### config.mk
export PLATFORM = sky130hd
export DESIGN_NAME = rlcd_top
export DESIGN_NICKNAME = d
export VERILOG_FILES = /design/src/rtl/rlcd_pkg.sv /design/src/rtl/rlcd_rst_sync.sv /design/src/rtl/rlcd_classify.sv /design/src/rtl/rlcd_runner.sv /design/src/rtl/rlcd_accept_ctr.sv /design/src/rtl/rlcd_top.sv
export SDC_FILE = /design/constraint.sdc
export NUM_CORES = 1
export LEC_CHECK = 0
export ABC_AREA = 1
export CAP_MARGIN = 20
export CORE_UTILIZATION = 50
export CTS_BUF_LIST = sky130_fd_sc_hd__clkbuf_4 sky130_fd_sc_hd__clkbuf_8
export DETAILED_ROUTE_END_ITERATION = 12
export PLACE_DENSITY = 0.75
export SYNTH_ARGS = -nofsm -noshare
export SYNTH_HDL_FRONTEND = slang
export SYNTH_HIERARCHICAL = 1
export SYNTH_SLANG_ARGS = --single-unit
### constraint.sdc
create_clock -name clk -period 4.7 [get_ports clk]
set_clock_uncertainty 0.1 [all_clocks]
set_input_delay 1.41 -clock clk [delete_from_list [all_inputs] [get_ports clk]]
set_output_delay 1.41 -clock clk [all_outputs]
set_load 0.005 [all_outputs]
### src/rtl/rlcd_pkg.sv
package rlcd_pkg;

  localparam int CODE_W = 8;
  localparam int CODE_TOP = (1 << CODE_W) - 1;

  typedef enum logic [1:0] {
    CLS_BAD       = 2'd0,
    CLS_ONES_TERM = 2'd1,
    CLS_ONES_ONLY = 2'd2,
    CLS_ZERO_TERM = 2'd3
  } rlcd_cls_e;

  typedef struct packed {
    logic [CODE_W-1:0] run_len;
    logic              run_val;
    logic              closer;
    logic              bad;
  } rlcd_cmd_t;

endpackage

### src/rtl/rlcd_rst_sync.sv
module rlcd_rst_sync #(
  parameter int STAGES = 2
) (
  input  logic clk,
  input  logic rst_n,
  output logic rst_sync_n
);

  logic [STAGES-1:0] sync_q;
  logic [STAGES-1:0] sync_d;

  always_comb begin
    sync_d = {sync_q[STAGES-2:0], 1'b1};
  end

  always_ff @(posedge clk or negedge rst_n) begin
    if (!rst_n) begin
      sync_q <= '0;
    end else begin
      sync_q <= sync_d;
    end
  end

  assign rst_sync_n = sync_q[STAGES-1];

endmodule

### src/rtl/rlcd_classify.sv
module rlcd_classify
  import rlcd_pkg::*;
#(
  parameter int MAX_ONES = 8
) (
  input  logic [CODE_W-1:0] code,
  output rlcd_cls_e         cls,
  output rlcd_cmd_t         cmd
);

  localparam logic [CODE_W-1:0] ONES_MAX  = CODE_W'(MAX_ONES);
  localparam logic [CODE_W-1:0] ONLY_CODE = CODE_W'(MAX_ONES + 1);
  localparam logic [CODE_W-1:0] ZERO_BASE = CODE_W'(MAX_ONES + 2);
  localparam logic [CODE_W-1:0] LAST_OK   = CODE_W'(CODE_TOP - 1);

  generate
    if (MAX_ONES < 1 || MAX_ONES > CODE_TOP - 3) begin : g_bad_param
      $error("MAX_ONES out of range");
    end
  endgenerate

  always_comb begin
    cls = CLS_BAD;
    if (code >= CODE_W'(1) && code <= ONES_MAX) begin
      cls = CLS_ONES_TERM;
    end else if (code == ONLY_CODE) begin
      cls = CLS_ONES_ONLY;
    end else if (code >= ZERO_BASE && code <= LAST_OK) begin
      cls = CLS_ZERO_TERM;
    end
  end

  always_comb begin
    cmd = '0;
    unique case (cls)
      CLS_ONES_TERM: begin
        cmd.run_len = code;
        cmd.run_val = 1'b1;
        cmd.closer  = 1'b1;
      end
      CLS_ONES_ONLY: begin
        cmd.run_len = code - CODE_W'(1);
        cmd.run_val = 1'b1;
        cmd.closer  = 1'b0;
      end
      CLS_ZERO_TERM: begin
        cmd.run_len = code - ZERO_BASE;
        cmd.run_val = 1'b0;
        cmd.closer  = 1'b1;
      end
      default: begin
        cmd.bad = 1'b1;
      end
    endcase
  end

endmodule

### src/rtl/rlcd_runner.sv
module rlcd_runner
  import rlcd_pkg::*;
(
  input  logic      clk,
  input  logic      rst_n,
  input  logic      load_en,
  input  rlcd_cmd_t cmd,
  input  logic      bit_ready,
  output logic      bit_valid,
  output logic      bit_data,
  output logic      idle
);

  logic [CODE_W-1:0] left_q, left_d;
  logic              val_q, val_d;
  logic              close_q, close_d;
  logic              in_run;
  logic              fire;

  assign in_run    = (left_q != '0);
  assign bit_valid = in_run | close_q;
  assign bit_data  = in_run ? val_q : ~val_q;
  assign idle      = ~bit_valid;
  assign fire      = bit_valid & bit_ready;

  always_comb begin
    left_d  = left_q;
    val_d   = val_q;
    close_d = close_q;
    if (load_en) begin
      left_d  = cmd.run_len;
      val_d   = cmd.run_val;
      close_d = cmd.closer;
    end else if (fire) begin
      if (in_run) begin
        left_d = left_q - CODE_W'(1);
      end else begin
        close_d = 1'b0;
      end
    end
  end

  always_ff @(posedge clk or negedge rst_n) begin
    if (!rst_n) begin
      left_q  <= '0;
      val_q   <= 1'b0;
      close_q <= 1'b0;
    end else begin
      left_q  <= left_d;
      val_q   <= val_d;
      close_q <= close_d;
    end
  end

  // a stalled bit stays offered with the same value
  p_hold_r7: assert property (@(posedge clk) disable iff (!rst_n)
    (bit_valid && !bit_ready) |=> (bit_valid && $stable(bit_data)));

  // a new code is only loaded when nothing is pending
  p_load_idle_r6: assert property (@(posedge clk) disable iff (!rst_n)
    load_en |-> !bit_valid);

endmodule

### src/rtl/rlcd_accept_ctr.sv
module rlcd_accept_ctr #(
  parameter int CNT_W = 16
) (
  input  logic             clk,
  input  logic             rst_n,
  input  logic             inc_en,
  output logic [CNT_W-1:0] count
);

  logic [CNT_W-1:0] cnt_q, cnt_d;

  always_comb begin
    cnt_d = cnt_q;
    if (inc_en) begin
      cnt_d = cnt_q + CNT_W'(1);
    end
  end

  always_ff @(posedge clk or negedge rst_n) begin
    if (!rst_n) begin
      cnt_q <= '0;
    end else begin
      cnt_q <= cnt_d;
    end
  end

  assign count = cnt_q;

  // one step per accepted byte, wrapping
  p_step_r9: assert property (@(posedge clk) disable iff (!rst_n)
    inc_en |=> (count == $past(count) + CNT_W'(1)));

  // no step without an accepted byte
  p_idle_r9: assert property (@(posedge clk) disable iff (!rst_n)
    !inc_en |=> $stable(count));

endmodule

### src/rtl/rlcd_top.sv
module rlcd_top
  import rlcd_pkg::*;
#(
  parameter int MAX_ONES = 8,
  parameter int CNT_W    = 16
) (
  input  logic             clk,
  input  logic             rst_n,
  input  logic             code_valid,
  input  logic [7:0]       code_byte,
  output logic             code_ready,
  output logic             bit_valid,
  output logic             bit_data,
  input  logic             bit_ready,
  output logic             fmt_err,
  output logic [CNT_W-1:0] accept_cnt
);

  localparam logic [CODE_W-1:0] ONES_MAX  = CODE_W'(MAX_ONES);
  localparam logic [CODE_W-1:0] ONLY_CODE = CODE_W'(MAX_ONES + 1);
  localparam logic [CODE_W-1:0] ZERO_BASE = CODE_W'(MAX_ONES + 2);

  logic      rst_sync_n;
  logic      accept;
  logic      idle;
  logic      err_q, err_d;
  rlcd_cls_e cls;
  rlcd_cmd_t cmd;

  rlcd_rst_sync #(.STAGES(2)) u_rst (
    .clk        (clk),
    .rst_n      (rst_n),
    .rst_sync_n (rst_sync_n)
  );

  rlcd_classify #(.MAX_ONES(MAX_ONES)) u_cls (
    .code (code_byte),
    .cls  (cls),
    .cmd  (cmd)
  );

  rlcd_runner u_run (
    .clk       (clk),
    .rst_n     (rst_sync_n),
    .load_en   (accept),
    .cmd       (cmd),
    .bit_ready (bit_ready),
    .bit_valid (bit_valid),
    .bit_data  (bit_data),
    .idle      (idle)
  );

  rlcd_accept_ctr #(.CNT_W(CNT_W)) u_cnt (
    .clk    (clk),
    .rst_n  (rst_sync_n),
    .inc_en (accept),
    .count  (accept_cnt)
  );

  assign code_ready = idle;
  assign accept     = code_valid & idle;

  always_comb begin
    err_d = err_q;
    if (accept && cmd.bad) begin
      err_d = 1'b1;
    end
  end

  always_ff @(posedge clk or negedge rst_sync_n) begin
    if (!rst_sync_n) begin
      err_q <= 1'b0;
    end else begin
      err_q <= err_d;
    end
  end

  assign fmt_err = err_q;

  // error flag is sticky
  p_err_sticky_r5: assert property (@(posedge clk) disable iff (!rst_sync_n)
    fmt_err |=> fmt_err);

  // unmapped codes emit nothing and set the flag
  p_err_quiet_r5: assert property (@(posedge clk) disable iff (!rst_sync_n)
    (accept && (code_byte == 8'h00 || code_byte == 8'hFF))
      |=> (fmt_err && !bit_valid && code_ready));

  // a ones-with-closer code starts with a one
  p_ones_first_r1: assert property (@(posedge clk) disable iff (!rst_sync_n)
    (accept && code_byte >= 8'd1 && code_byte <= ONES_MAX)
      |=> (bit_valid && bit_data));

  // the ones-only code starts with a one
  p_only_first_r2: assert property (@(posedge clk) disable iff (!rst_sync_n)
    (accept && code_byte == ONLY_CODE) |=> (bit_valid && bit_data));

  // a zero-run code with a non-empty run starts with a zero
  p_zero_first_r3: assert property (@(posedge clk) disable iff (!rst_sync_n)
    (accept && code_byte > ZERO_BASE && code_byte < 8'hFF)
      |=> (bit_valid && !bit_data));

  // the base zero-run code is a lone one-bit
  p_single_r4: assert property (@(posedge clk) disable iff (!rst_sync_n)
    (accept && code_byte == ZERO_BASE) |=> (bit_valid && bit_data));

  // no byte is offered as accepted while bits are pending
  p_busy_r6: assert property (@(posedge clk) disable iff (!rst_sync_n)
    bit_valid |-> !code_ready);

  // after a mapped code is taken, a bit is on offer next cycle
  p_first_due_r8: assert property (@(posedge clk) disable iff (!rst_sync_n)
    (accept && cls != CLS_BAD) |=> bit_valid);

endmodule

After elaboration in Yosys (flattened, before gate mapping)
Cells that the tools add are included.
- add/sub/neg operators: 4
- order comparisons: 4
- eq/ne operators: 5
- muxes and demuxes: 12
- bitwise operators: 5
- reductions and logical operators: 9
- operator list (kind ; number):
    one-hot mux 10 bit (3 select lines) ; 1
    two-way mux 8 bit ; 3
    adder 16 x 1 -> 16 bit (second input constant) ; 1
    subtractor 8 x 1 -> 8 bit (second input constant) ; 2
    == test 8 x 4 -> 1 bit (second input constant) ; 1
    >= comparator 8 x 1 -> 1 bit (second input constant) ; 1
    >= comparator 8 x 4 -> 1 bit (second input constant) ; 1
    <= comparator 8 x 4 -> 1 bit (second input constant) ; 1
    <= comparator 8 bit (second input constant) ; 1
    nonzero test 8 bit ; 1
    subtractor 8 x 4 -> 8 bit (second input constant) ; 1
    two-way mux 2 bit ; 3
    two-way mux 1 bit ; 5
    == test 2 bit (second input constant) ; 2
    AND reduction 2 bit ; 2
    nonzero test 2 bit ; 2
    logical AND 1 bit ; 3
    OR reduction 3 bit ; 1
    bitwise AND 1 bit ; 2
    == test 2 x 1 -> 1 bit (second input constant) ; 1
    inequality test 2 bit (second input constant) ; 1
    inverter 1 bit ; 2
    bitwise OR 1 bit ; 1
- register bits after elaboration: 29
- input bits: 12
- output and inout port bits: 20
- word-level logic and storage cells: 45

Logic depth before layout (Yosys ltp)
- depth in word-level cells: 9
- gate-level depth with buffers: 15
- depth with buffers taken out: 14

By module
Netlist, hierarchy kept.
- modules (own cells, without submodules) (module ; instances ; cells each ; area each (um^2) ; sequential area each (um^2)):
    rlcd_accept_ctr ; 1 ; 97 ; 813.3 ; 400.4
    rlcd_runner ; 1 ; 93 ; 704.4 ; 250.2
    rlcd_classify ; 1 ; 89 ; 531.8 ; 0.0
    rlcd_rst_sync ; 1 ; 3 ; 53.8 ; 50.0
    rlcd_top ; 1 ; 6 ; 45.0 ; 25.0

Worst setup path after synthesis
No wires, ideal clock.
- kind: input -> register
- start point: in code_byte[1]
- end point: reg u_run.left_q[6]
- library setup time: 117 ps
- arrival: 2672 ps
- required time: 4483 ps
- path slack: 1811 ps
- stages: 12
- path buffers: 0
- cells stage by stage: inv_1 -> ha_1 -> inv_1 -> nand3_1 -> nand3_4 -> nand2_4 -> nor2_8 -> inv_2 -> nor2_2 -> or2_2 -> nand3_1 -> nand2_1
- RTL lines (item ; line ; text):
    from (decl) ; rlcd_top.sv:10 ; input logic [7:0] code_byte,
    to (signal assigned) ; rlcd_runner.sv:49 ; left_q <= left_d;
    to (decl) ; rlcd_runner.sv:14 ; logic [CODE_W-1:0] left_q, left_d;

Final worst setup path
- start point: reg u_run.left_q[0]
- end point: out code_ready
- word-level cells in the longest chain between the ends: 3
- RTL lines (item ; line ; text):
    nonzero test 8 bit ; rlcd_runner.sv:20 ; assign in_run = (left_q != '0);
    bitwise OR 1 bit ; rlcd_runner.sv:21 ; assign bit_valid = in_run | close_q;
    inverter 1 bit ; rlcd_runner.sv:23 ; assign idle = ~bit_valid;
    to (decl) ; rlcd_top.sv:11 ; output logic code_ready,
No other way between the ends.

==> results.ini <==
[critical_path]
worst_setup_path_startpoint=u_run/left_q[0]$_DFFE_PN0P_
worstReg2RegStart=u_run/left_q[0]$_DFFE_PN0P_
crit_chain=inv_1 -> ha_1 -> nand2_1 -> nor2_4 -> inv_2 -> nor2_2 -> clkdlybuf4s50_1
worst_path_max_delay_cell=sky130_fd_sc_hd__clkdlybuf4s50_1
worst-path-buf-inv=3
worst-endpoint-required_ps=3190
r2r_end=u_run/left_q[6]$_DFFE_PN0P_
cp.arrival_ps=2080
worst_setup_path_endpoint=code_ready
setup.worst_path.start_class=flip-flop
slowest_delay_ps=540
setup.worst_path.class=flip-flop to output pin
regToRegSetupSlack_ps=1920
critical_path.max_fanout=5
critical_path.endpoint_type=output pin
path_delay_family=buffers and inverters
worst-r2r-cell-count=12
cp_num_cells=7

[placed_design]
place_hpwl_um=3220
placement.io_buffers=31
routabilityCongestion=0.8460
place_worst_setup_slack_ps=1136
post_dp_cell_area_sq_um=2476

[timing]
layout_min_cycle_time_ps=3590
max_slew.worst_pin.slew_ps=702.3
max_freq_mhz=278.5
timing.final.ws_setup_ps=1110
rsz0062_at_grt=false
finalHoldViolations=0
setup_violations=0
min_period_over_period_pct=76.39
finalMaxSlewViolations=0
timing.setup.tns_ps=0
slew_headroom_pct=53.13

[routing]
via_density=4.906
wl_um=4220
drt_first_iter_violations=88
vias=1820
count_of_nets_left_with_antenna_violations_after_detail_routing=0
wire_per_inst_um=11.37
drc=0
detail_route.first_pass.iterations=4

[finish]
drive_above_1_share_pct=13.40
filler_cell_count=349
syn_to_final_growth_pct=22.63
final_net_count=342
layout_common_cells=sky130_fd_sc_hd__nand2_1 (76), sky130_fd_sc_hd__nand3_1 (38), sky130_fd_sc_hd__inv_1 (34)
final_core_util_pct=64.66
antenna-diode-count=0
mostFrequentLayoutCell=sky130_fd_sc_hd__nand2_1
design_area_sq_um=2624

[die]
die-height_um=67.42
die_width_um=67.42
initial_core_util_pct=52.73
die_footprint_sq_um=4545
boundaryPins=32
fp-row-count=23
core_region_area_sq_um=4058

[power_and_ir_drop]
p_switching_uw=343.1
power.share.sequential_pct=36.9
power.density_nw_per_um2=369.5
swShare_pct=35.39
internal-power_uw=626.5
clock_power_share_pct=28.0
pwr-share-comb_pct=35.1
vdd_drop_max_mv=0.1765
leakage_nw=1.297
total_power_uw=969.6

[clocking]
cts-root-to-sink-buffers=2
clkSinkCount=29
worst_setup_hold_path_clk_slew_ps=70
tritoncts.num_buffers=5
cts_tree=built
post-cts-setup-buffers=0
cts_resized=0
root_buffer_master=sky130_fd_sc_hd__clkbuf_8
cts-htree-levels=2
insertion_delay_ps=280
ctsHoldBuffers=0

[outcome]
result_of_the_run=finished, final reports clean

[global_route]
first_global_vias=1680
grt_start_max_net_pins=28
grt-ovfl-total=0
grt_pass1_wl_um=7445
all_layer_gr_usage_pct=21.74
antenna_found_initial=0

[logic_synthesis]
syn-mean-instance-area_sq_um=7.481
syn_inst=286
synthesis.area_sq_um=2140
synthesis.yosys.warnings=6
synthesis.nets=308

[worst_hold_path]
hold_class=flip-flop to asynchronous set/reset pin

[flow_run]
maxCapViolCount=0

power by group through the flow:
stage	clock, mW	sequential (mW)	combinational, mW
final	0.272	0.358	0.340
after global routing	0.289	0.365	0.389
after CTS	0.278	0.360	0.336
after detailed placement	0	0.364	0.332
after global placement	0	0.362	0.322
after floorplan	0	0.353	0.247
worst reg2reg max path, cell delays in order, from the launching register on:
cell,delay (ps)
sky130_fd_sc_hd__dfrtp_1,380
sky130_fd_sc_hd__inv_1,140
sky130_fd_sc_hd__ha_1,170
sky130_fd_sc_hd__nand2_1,130
sky130_fd_sc_hd__nor2_4,220
sky130_fd_sc_hd__inv_2,50
sky130_fd_sc_hd__nor2_2,170
sky130_fd_sc_hd__nand2_1,70
sky130_fd_sc_hd__inv_1,520
sky130_fd_sc_hd__inv_2,250
sky130_fd_sc_hd__or2_2,330
sky130_fd_sc_hd__nand3_1,80
sky130_fd_sc_hd__nand2_1,50
per-layer routing:
layer  share of wire [%]  GRT usage (%)
met5                   0              0
met4                 1.7          9.840
met3                 3.5          4.223
met2                  45          33.38
met1                  50          29.33
cell type report:
type                       instances  area (sq um)  share of cell area, %
multi-input combinational        208          1212                  46.21
sequential                        29         725.7                  27.66
timing repair buffer              32         337.8                  12.88
inverter                          44         165.2                  6.295
clock buffer                       7         90.09                  3.433
tap                               50         62.56                  2.384
clock inverter                     1         30.03                  1.144
registers in the layout, summed over array words and instances, names as in the netlist:
signal / cells
fmt_err: 1
u_cnt/count: 16
u_rst/sync_q: 2
u_run/close_q: 1
u_run/left_q: 8
u_run/val_q: 1
metrics by stage:
stage | hold slack (ps) | instances
after floorplan | 231.2 | 286
after global placement | 236.2 | 362
after detailed placement | 243.4 | 362
after CTS | 257.0 | 370
after global routing | 51.85 | 371
final | 29.19 | 371
worst min-delay path by stage:
stage | from | end | slack (ps) | cells after the start
6_report | u_rst/sync_q[1]$_DFF_PN0_ | u_cnt/count[7]$_DFFE_PN0P_ | 30 | 0
5_1_grt | u_rst/sync_q[1]$_DFF_PN0_ | u_cnt/count[12]$_DFFE_PN0P_ | 50 | 0
4_1_cts | u_rst/sync_q[0]$_DFF_PN0_ | u_rst/sync_q[1]$_DFF_PN0_ | 260 | 0
3_5_place_dp | u_rst/sync_q[0]$_DFF_PN0_ | u_rst/sync_q[1]$_DFF_PN0_ | 240 | 0
3_3_place_gp | u_rst/sync_q[0]$_DFF_PN0_ | u_rst/sync_q[1]$_DFF_PN0_ | 240 | 0
2_1_floorplan | u_rst/sync_q[0]$_DFF_PN0_ | u_rst/sync_q[1]$_DFF_PN0_ | 230 | 0
Power figures use the tool's default switching activity.
